--- config.mk ---
export PLATFORM = sky130hd
export DESIGN_NAME = eag_unit
export DESIGN_NICKNAME = d
export VERILOG_FILES = /design/src/rtl/eag_pkg.sv /design/src/rtl/eag_decode.sv /design/src/rtl/eag_sum.sv /design/src/rtl/eag_pipe.sv /design/src/rtl/eag_unit.sv
export SDC_FILE = /design/constraint.sdc
export NUM_CORES = 1
export LEC_CHECK = 0
export CAP_MARGIN = 20
export CORE_ASPECT_RATIO = 0.9
export CORE_UTILIZATION = 60
export DETAILED_ROUTE_END_ITERATION = 7
export DONT_BUFFER_PORTS = 1
export GPL_TIMING_DRIVEN = 0
export PLACE_DENSITY = 0.78
export SYNTH_ARGS = -nofsm -noshare
export SYNTH_HDL_FRONTEND = slang
export SYNTH_HIERARCHICAL = 1
export SYNTH_SLANG_ARGS = --single-unit
--- constraint.sdc ---
create_clock -name clk -period 2.35 [get_ports clk]
set_input_delay 0.5875 -clock clk [delete_from_list [all_inputs] [get_ports clk]]
set_output_delay 0.5875 -clock clk [all_outputs]
set_load 0.1 [all_outputs]
--- src/rtl/eag_pkg.sv ---
package eag_pkg;

  typedef enum logic [1:0] {
    DISP_NONE  = 2'd0,
    DISP_SHORT = 2'd1,
    DISP_FULL  = 2'd2
  } disp_kind_e;

  localparam logic [1:0] MODE_NODISP = 2'b00;
  localparam logic [1:0] MODE_SHORT  = 2'b01;
  localparam logic [1:0] MODE_FULL   = 2'b10;
  localparam logic [1:0] MODE_REG    = 2'b11;

  localparam logic [2:0] CODE_SIB    = 3'b100;
  localparam logic [2:0] CODE_NOIDX  = 3'b100;
  localparam logic [2:0] CODE_NOBASE = 3'b101;

  function automatic logic is_sib_form(logic [1:0] md, logic [2:0] rm);
    return (md != MODE_REG) && (rm == CODE_SIB);
  endfunction

  function automatic disp_kind_e pick_disp(logic [1:0] md, logic no_base);
    case (md)
      MODE_SHORT: return DISP_SHORT;
      MODE_FULL:  return DISP_FULL;
      MODE_NODISP: return no_base ? DISP_FULL : DISP_NONE;
      default:    return DISP_NONE;
    endcase
  endfunction

endpackage

--- src/rtl/eag_decode.sv ---
module eag_decode
  import eag_pkg::*;
#(
  parameter int unsigned SEL_W = 3
) (
  input  logic [1:0]       mod_i,
  input  logic [2:0]       rm_i,
  input  logic [7:0]       sib_i,
  output logic             is_reg_o,
  output logic             use_base_o,
  output logic             use_index_o,
  output logic [1:0]       scale_o,
  output disp_kind_e       disp_kind_o,
  output logic [SEL_W-1:0] base_sel_o,
  output logic [SEL_W-1:0] idx_sel_o
);
  logic       sib_form;
  logic [2:0] f_base, f_index;
  logic       no_base;

  assign f_base   = sib_i[2:0];
  assign f_index  = sib_i[5:3];
  assign sib_form = is_sib_form(mod_i, rm_i);

  always_comb begin
    is_reg_o    = (mod_i == MODE_REG);
    no_base     = 1'b0;
    use_index_o = 1'b0;
    base_sel_o  = SEL_W'(rm_i);
    if (sib_form) begin
      base_sel_o  = SEL_W'(f_base);
      no_base     = (mod_i == MODE_NODISP) && (f_base == CODE_NOBASE);
      use_index_o = (f_index != CODE_NOIDX);
    end else if (!is_reg_o) begin
      no_base = (mod_i == MODE_NODISP) && (rm_i == CODE_NOBASE);
    end
    use_base_o  = !is_reg_o && !no_base;
    disp_kind_o = is_reg_o ? DISP_NONE : pick_disp(mod_i, no_base);
  end

  assign idx_sel_o = SEL_W'(f_index);
  assign scale_o   = sib_i[7:6];

endmodule

--- src/rtl/eag_sum.sv ---
module eag_sum
  import eag_pkg::*;
#(
  parameter int unsigned AW  = 32,
  parameter int unsigned D8W = 8
) (
  input  logic          use_base_i,
  input  logic          use_index_i,
  input  logic [1:0]    scale_i,
  input  disp_kind_e    disp_kind_i,
  input  logic [AW-1:0] base_val_i,
  input  logic [AW-1:0] idx_val_i,
  input  logic [AW-1:0] disp_i,
  output logic [AW-1:0] addr_o
);
  logic [AW-1:0] base_term, idx_term, disp_term, disp_short;

  generate
    if (AW > D8W) begin : g_sext
      assign disp_short = {{(AW-D8W){disp_i[D8W-1]}}, disp_i[D8W-1:0]};
    end else begin : g_nosext
      assign disp_short = disp_i;
    end
  endgenerate

  always_comb begin
    base_term = use_base_i  ? base_val_i : '0;
    idx_term  = use_index_i ? (idx_val_i << scale_i) : '0;
    case (disp_kind_i)
      DISP_SHORT: disp_term = disp_short;
      DISP_FULL:  disp_term = disp_i;
      default:    disp_term = '0;
    endcase
  end

  assign addr_o = base_term + idx_term + disp_term;

endmodule

--- src/rtl/eag_pipe.sv ---
module eag_pipe #(
  parameter int unsigned AW    = 32,
  parameter int unsigned SEL_W = 3
) (
  input  logic             clk,
  input  logic             rst_n,
  input  logic             in_valid,
  input  logic [AW-1:0]    addr_i,
  input  logic             is_reg_i,
  input  logic [SEL_W-1:0] reg_i,
  output logic             out_valid,
  output logic [AW-1:0]    addr_o,
  output logic             is_reg_o,
  output logic [SEL_W-1:0] reg_o
);
  always_ff @(posedge clk or negedge rst_n) begin
    if (!rst_n) out_valid <= 1'b0;
    else        out_valid <= in_valid;
  end

  always_ff @(posedge clk or negedge rst_n) begin
    if (!rst_n) begin
      addr_o   <= '0;
      is_reg_o <= 1'b0;
      reg_o    <= '0;
    end else if (in_valid) begin
      addr_o   <= addr_i;
      is_reg_o <= is_reg_i;
      reg_o    <= reg_i;
    end
  end

endmodule

--- src/rtl/eag_unit.sv ---
module eag_unit
  import eag_pkg::*;
#(
  parameter int unsigned AW    = 32,
  parameter int unsigned NREG  = 8,
  parameter int unsigned D8W   = 8,
  localparam int unsigned SEL_W = $clog2(NREG)
) (
  input  logic             clk,
  input  logic             rst_n,
  input  logic             in_valid,
  input  logic [1:0]       mod_i,
  input  logic [2:0]       rm_i,
  input  logic [7:0]       sib_i,
  input  logic [AW-1:0]    disp_i,
  output logic [SEL_W-1:0] base_sel_o,
  input  logic [AW-1:0]    base_val_i,
  output logic [SEL_W-1:0] idx_sel_o,
  input  logic [AW-1:0]    idx_val_i,
  output logic             out_valid,
  output logic [AW-1:0]    ea_addr_o,
  output logic             ea_is_reg_o,
  output logic [SEL_W-1:0] ea_reg_o
);
  logic       is_reg_w, use_base_w, use_index_w;
  logic [1:0] scale_w;
  disp_kind_e disp_kind_w;
  logic [AW-1:0] addr_w;

  eag_decode #(.SEL_W(SEL_W)) dec_i (
    .mod_i(mod_i), .rm_i(rm_i), .sib_i(sib_i),
    .is_reg_o(is_reg_w), .use_base_o(use_base_w), .use_index_o(use_index_w),
    .scale_o(scale_w), .disp_kind_o(disp_kind_w),
    .base_sel_o(base_sel_o), .idx_sel_o(idx_sel_o)
  );

  eag_sum #(.AW(AW), .D8W(D8W)) sum_i (
    .use_base_i(use_base_w), .use_index_i(use_index_w), .scale_i(scale_w),
    .disp_kind_i(disp_kind_w), .base_val_i(base_val_i), .idx_val_i(idx_val_i),
    .disp_i(disp_i), .addr_o(addr_w)
  );

  eag_pipe #(.AW(AW), .SEL_W(SEL_W)) pipe_i (
    .clk(clk), .rst_n(rst_n), .in_valid(in_valid),
    .addr_i(addr_w), .is_reg_i(is_reg_w), .reg_i(SEL_W'(rm_i)),
    .out_valid(out_valid), .addr_o(ea_addr_o),
    .is_reg_o(ea_is_reg_o), .reg_o(ea_reg_o)
  );

endmodule

Word level (Yosys, flattened, before mapping)
Index checks and enable logic that the tools add are counted.
W data, S select, Z words.
{"block": "totals", "regBits": 37, "inputBits": 112}
{"block": "classes", "mux": 10, "shifts": 1, "add_sub_neg": 2, "n_reduce_logical": 7, "n_eq_ne": 10}
{"op": "$add A32 B32 Y32", "n": 2}
{"op": "$mux W32", "n": 2}
{"op": "$pmux W32 S2", "n": 1}
{"op": "$shl A32 B2 Y32", "n": 1}
{"op": "$eq A3 B3 Y1 const B", "n": 3}
{"op": "$eq A2 B2 Y1 const B", "n": 3}
{"op": "$pmux W2 S3", "n": 1}
{"op": "$eq A2 B1 Y1 const B", "n": 2}
{"op": "$logic_and A1 B1 Y1", "n": 4}
{"op": "$mux W2", "n": 2}
{"op": "$mux W1", "n": 3}
{"op": "$mux W3", "n": 1}
{"op": "$ne A3 B3 Y1 const B", "n": 1}
{"op": "$logic_not A1 Y1", "n": 2}
{"op": "$logic_not A2 Y1", "n": 1}
{"op": "$ne A2 B2 Y1 const B", "n": 1}

Depth between registers and ports, before layout
{"block": "logic_depth", "depth_word": 10, "depth_mapped": 19}

By module
Netlist, hierarchy kept.
{"module": "eag_sum", "seq_area_each_um2": 0.0, "n_inst": 1, "area_each_um2": 4060.1, "cells_each": 530}
{"module": "eag_pipe", "seq_area_each_um2": 925.9, "n_inst": 1, "area_each_um2": 1515.2, "cells_each": 77}
{"module": "eag_decode", "seq_area_each_um2": 0.0, "n_inst": 1, "area_each_um2": 162.7, "cells_each": 22}

Worst setup path after synthesis
OpenSTA, ideal clock, no wires.
{"block": "synth_path", "path_kind": "input port to flip-flop", "startpoint": "in rm_i[0]", "endpoint": "reg pipe_i.addr_o[19]", "t_arrival_ps": 4402, "setup_time_ps": 68, "cell_stages": 16, "n_path_buf": 1, "setup_slack_ps": -2120, "required_ps": 2282, "path_cell_list": "o21bai_1 a31o_1 ha_1 clkbuf_1 nor2_1 and2_1 fa_1 ha_1 fa_1 a21oi_1 o211ai_1 a41oi_1 a211oi_1 or4_1 o311ai_0 mux2_4"}
{"block": "synth_via", "elab_chain_len": 10, "elab_cells_between_ends": 19, "cone_classes": "add/sub (2); eq/ne (4); mux (9); reduce/logical (4)"}
{"item": "start: declaration", "line": "eag_unit.sv:13", "rtl": "input logic [2:0] rm_i,"}
{"item": "$eq A3 B3 Y1", "line": "eag_decode.sv:35", "rtl": "no_base = (mod_i == MODE_NODISP) && (rm_i == CODE_NOBASE);"}
{"item": "$logic_and A1 B1 Y1", "line": "eag_decode.sv:35"}
{"item": "$mux W1", "line": "eag_decode.sv:34", "rtl": "end else if (!is_reg_o) begin"}
{"item": "$mux W1 (*)", "line": "eag_decode.sv:30", "rtl": "if (sib_form) begin"}
{"item": "$mux W2 (*)", "line": "eag_pkg.sv:26", "rtl": "MODE_NODISP: return no_base ? DISP_FULL : DISP_NONE;"}
{"item": "$pmux W2 S3 (*)", "line": "eag_pkg.sv:23", "rtl": "case (md)"}
{"item": "$mux W2 (*)", "line": "eag_decode.sv:38", "rtl": "disp_kind_o = is_reg_o ? DISP_NONE : pick_disp(mod_i, no_base);"}
{"item": "via disp_kind_w[1]", "line": "eag_unit.sv:27", "rtl": "disp_kind_e disp_kind_w;"}
{"item": "$eq A2 B2 Y1 / $eq A2 B1 Y1 (equally long branches)", "line": "eag_sum.sv:29", "rtl": "case (disp_kind_i)"}
{"item": "$pmux W32 S2 (*)", "line": "eag_sum.sv:29"}
{"item": "$add A32 B32 Y32 (*)", "line": "eag_sum.sv:36", "rtl": "assign addr_o = base_term + idx_term + disp_term;"}
{"item": "via addr_w[19]", "line": "eag_unit.sv:28", "rtl": "logic [AW-1:0] addr_w;"}
{"item": "end signal: assignment", "line": "eag_pipe.sv:27", "rtl": "addr_o <= addr_i;"}
{"item": "end: declaration", "line": "eag_pipe.sv:12", "rtl": "output logic [AW-1:0] addr_o,"}
The timed path passes the listed nets; every way through them passes the cells marked *.
A chain may end at the register's enable or synchronous reset.

Worst setup path after layout
{"block": "layout_path", "startpoint": "in rm_i[2]", "endpoint": "reg pipe_i.addr_o[25]"}
{"block": "layout_via", "elab_cells_between_ends": 19, "cone_classes": "add/sub (2); eq/ne (4); mux (9); reduce/logical (4)"}
{"item": "$eq A3 B3 Y1", "line": "eag_pkg.sv:19", "rtl": "return (md != MODE_REG) && (rm == CODE_SIB);"}
{"item": "$logic_and A1 B1 Y1", "line": "eag_pkg.sv:19"}
{"item": "$mux W1", "line": "eag_decode.sv:30"}
{"item": "via use_index_w", "line": "eag_unit.sv:25", "rtl": "logic is_reg_w, use_base_w, use_index_w;"}
{"item": "$mux W32", "line": "eag_sum.sv:28", "rtl": "idx_term = use_index_i ? (idx_val_i << scale_i) : '0;"}
{"item": "$add A32 B32 Y32 (2 in a row)", "line": "eag_sum.sv:36"}
{"item": "via addr_w[25]", "line": "eag_unit.sv:28"}
The timed path passes the listed nets, and every way through them passes these cells.

==> results by group <==
Run status
  • Outcome: finished, violations left
  • Failing checks: setup timing

Route
  • Initial DRC Count: around 380
  • ANT nets after route: 0
  • Routed Wire Length: around 17 mm
  • Vias per Instance: ~6.5
  • Drc violations: 0
  • WL/cell: 21.4 µm
  • First drt pass iteration count: 5
  • Vias: approximately 5100

Floorplanning
  • I/O pin count: 155
  • Die H: 94.8 µm
  • Starting Density: 0.623
  • Die area: 9960 µm²
  • Site row count: 33
  • Core Footprint: slightly above 9000 µm²
  • DIE WIDTH: 105 µm

Timing
  • Final Hold Viols: 0
  • Unrepaired setup endpoints after global routing: true
  • Setup Skew: 0 ps
  • Worst-Margin Slew: 1040 ps
  • Setup-failing EPs final: 31
  • Rel. slew slack: 0.308
  • Max Fclk: 247 MHz
  • Tmin final: ~4000 ps
  • Period Utilization, post-route: 1.72
  • Setup WS post-layout: -1690 ps
  • Final Slew Violations: 0
  • Hold_ws: 127 ps

Synth
  • Post-Syn Area: between 5000 and 6000 µm²
  • Synth area leaders: dfrtp_1, fa_1, mux4_2
  • Ys async rst share: 1.00
  • Synth cell types: 64
  • Commonest cells post-synth: nand2_1, inv_1, dfrtp_1, a21o_1, a21oi_1
  • Syn_area_per_cell: 9.12 µm²
  • Synth top area share: 0.161
  • Post-synth EDFFs: 0
  • Synth warn: 6
  • Seq cells post-synth: 37
  • Ys flop type: dfrtp_1
  • Post-Synthesis Cells: 629
  • Top-count cell post-synth: nand2_1
  • Synth area leader: dfrtp_1
  • Post-synthesis sequential area ratio: 0.161
  • Synth Net Count: between 800 and 900

Layout
  • Nets: 843
  • Layout fillers: approximately 630
  • Design area: 7080 µm²
  • Synthesis-to-layout area growth: 23.4%
  • Finished Layout Cells: 790
  • Antenna cells: 0
  • Layout cells sized above 1: 0.371

Critical path
  • Data required time of the worst path: between 2000 and 3000 ps
  • CP max stage delay: 510 ps
  • Critical path class: input port to flop
  • Crit start category: input port
  • CP max stage cell: fa_1
  • Largest delay share family, worst path: compound AO/OA/AOI/OAI gates
  • Critical path's most frequent cell: nor3b_4
  • WP buf/inv: 2
  • WP data arrival: 4210 ps
  • Cell Chain, Critical Path: nor2b_4, nor3b_4, a21boi_4, buf_8, nor3b_4, fa_1, ha_4, fa_2, a21oi_4, o211ai_1, buf_4, a22oi_2, a31oi_4, a31oi_2, xnor2_1, mux2_4
  • Crit-path max FO: 6
  • Worst setup EP type: flop

GRT
  • Total gr overflow: 0
  • Initial antenna violation count: 0
  • First-pass GRT wire length: 25.1 mm
  • Number of global-route vias before repair: 5002
  • Largest net degree at the start of global routing: 38
  • Tot GR Track Use: 0.320

Worst hold path
  • HP Class: input port to asynchronous set/reset pin

Placement
  • Placed cell count: 751
  • Dpl ws: -2380 ps
  • Gpl congestion: 0.908
  • Area after DPL: 6080 µm²
  • Detailed Place HPWL: 12.3 mm
  • Count of input and output buffers: 0

Clock network
  • Clk_lat worst skew: ~290 ps
  • CTS root buffer: clkbuf_8
  • CTS clk-pin slew, worst paths: 80 ps
  • Clk sinks: 37
  • CTS Buffer Depth: 2
  • CTS tree: done
  • CTS buffer count: 5
  • CTS HTree Levels: 2

Power and ir drop
  • Pleak: around 0.0032 µW
  • Peak supply drop: around 0.57 mV
  • Power Density: 609 nW/µm²

Run
  • Max_cap viols: 0
## sequential cells by signal, summed over array words and instances (netlist names)
| name | flops |
|---|---|
| pipe_i/out_valid | 1 |
| pipe_i/reg_o | 3 |
| pipe_i/is_reg_o | 1 |
| pipe_i/addr_o | 32 |
## what timing repair did
action | CTS | global route
endpoints found under the setup margin | 32 | 32
buffers inserted | 24 | 15
endpoints found under the hold margin | 37 | 0
resized for setup | 83 | 63
hold buffers | 1 | 0
pin swaps | 41 | 49
## area by class of cell
| class | instances | area, µm² | area share |
|---|---|---|---|
| timing repair buffer | 38 | 320 | 0.0452 |
| sequential | 37 | 926 | 0.131 |
| inverter | 68 | 258 | 0.0364 |
| multi-input combinational | 486 | 5010 | 0.708 |
| tap | 122 | 153 | 0.0216 |
| clock buffer | 5 | 68.8 | 0.00972 |
| clock inverter | 3 | 65.1 | 0.00919 |
| buffer | 31 | 279 | 0.0394 |
## power breakdown
part | internal (µW) | switching [µW] | leakage [µW]
combinational | 829 | 849 | 0.00272
sequential | 757 | 1230 | 0.000449
clock | 422 | 225 | 0.0000681
## metal layers
layer / GRT usage / vias up / part of all wire
li1: - / 2282 / -
met1: 0.436 / 2482 / 0.42
met2: 0.525 / 299 / 0.47
met3: 0.0787 / 35 / 0.098
met4: 0.0599 / 0 / 0.021
met5: 0 / - / 0
## metrics by stage
stage	power [µW]	util	setup TNS, ps
detailed placement	3360	0.660	-59520
global placement	3330	0.660	-57940
global route	4490	0.769	-45110
finish	4320	0.769	-42660
CTS	4160	0.734	-41870
floorplan	3090	-	-41090
## final timing paths
check	startpoint	end	slack, ps	cells past startpoint
worst max-delay path	rm_i[2]	pipe_i/addr_o[25]$_DFFE_PN0P_	-1690	16
worst min-delay path	rst_n	pipe_i/addr_o[15]$_DFFE_PN0P_	130	1
worst max register to register	pipe_i/addr_o[1]$_DFFE_PN0P_	pipe_i/addr_o[1]$_DFFE_PN0P_	1020	1
worst min register to register	pipe_i/reg_o[1]$_DFFE_PN0P_	pipe_i/reg_o[1]$_DFFE_PN0P_	1210	1
max in group asynchronous	rst_n	pipe_i/addr_o[29]$_DFFE_PN0P_	2040	1
min in group clk	in_valid	pipe_i/out_valid$_DFF_PN0_	320	0
## cells by family (layout without fill, tap and decap cells)
group	count (synthesis)	in the layout	share of synthesized area
AOI/OAI and AO/OA	144	144	0.176
xor gates and xnor gates	20	20	0.0329
adders and majority gates	64	64	0.181
buffers and inverters	106	145	0.0842
DFF	37	37	0.161
muxes	69	69	0.208
and+or+nand+nor	189	189	0.156
## cell usage in the layout (no fill, tap or decap), drive strengths merged, types with 5 or more instances in the layout
cell	netlist	final
nand2	103	103
inv	68	68
buf	10	52
mux2	39	39
dfrtp	37	37
a21o	36	36
a21oi	36	36
fa	32	32
ha	32	32
mux4	27	27
nor2	24	24
clkbuf	28	22
and2	16	16
xnor2	11	11
o21ai	10	10
xor2	8	8
nand3	8	8
and3	8	8
o21a	7	7
o21bai	7	7
a211oi	7	7
a31oi	7	7
o211ai	5	5
nor3	5	5
Note: power is estimated with default switching activity, not from simulation.
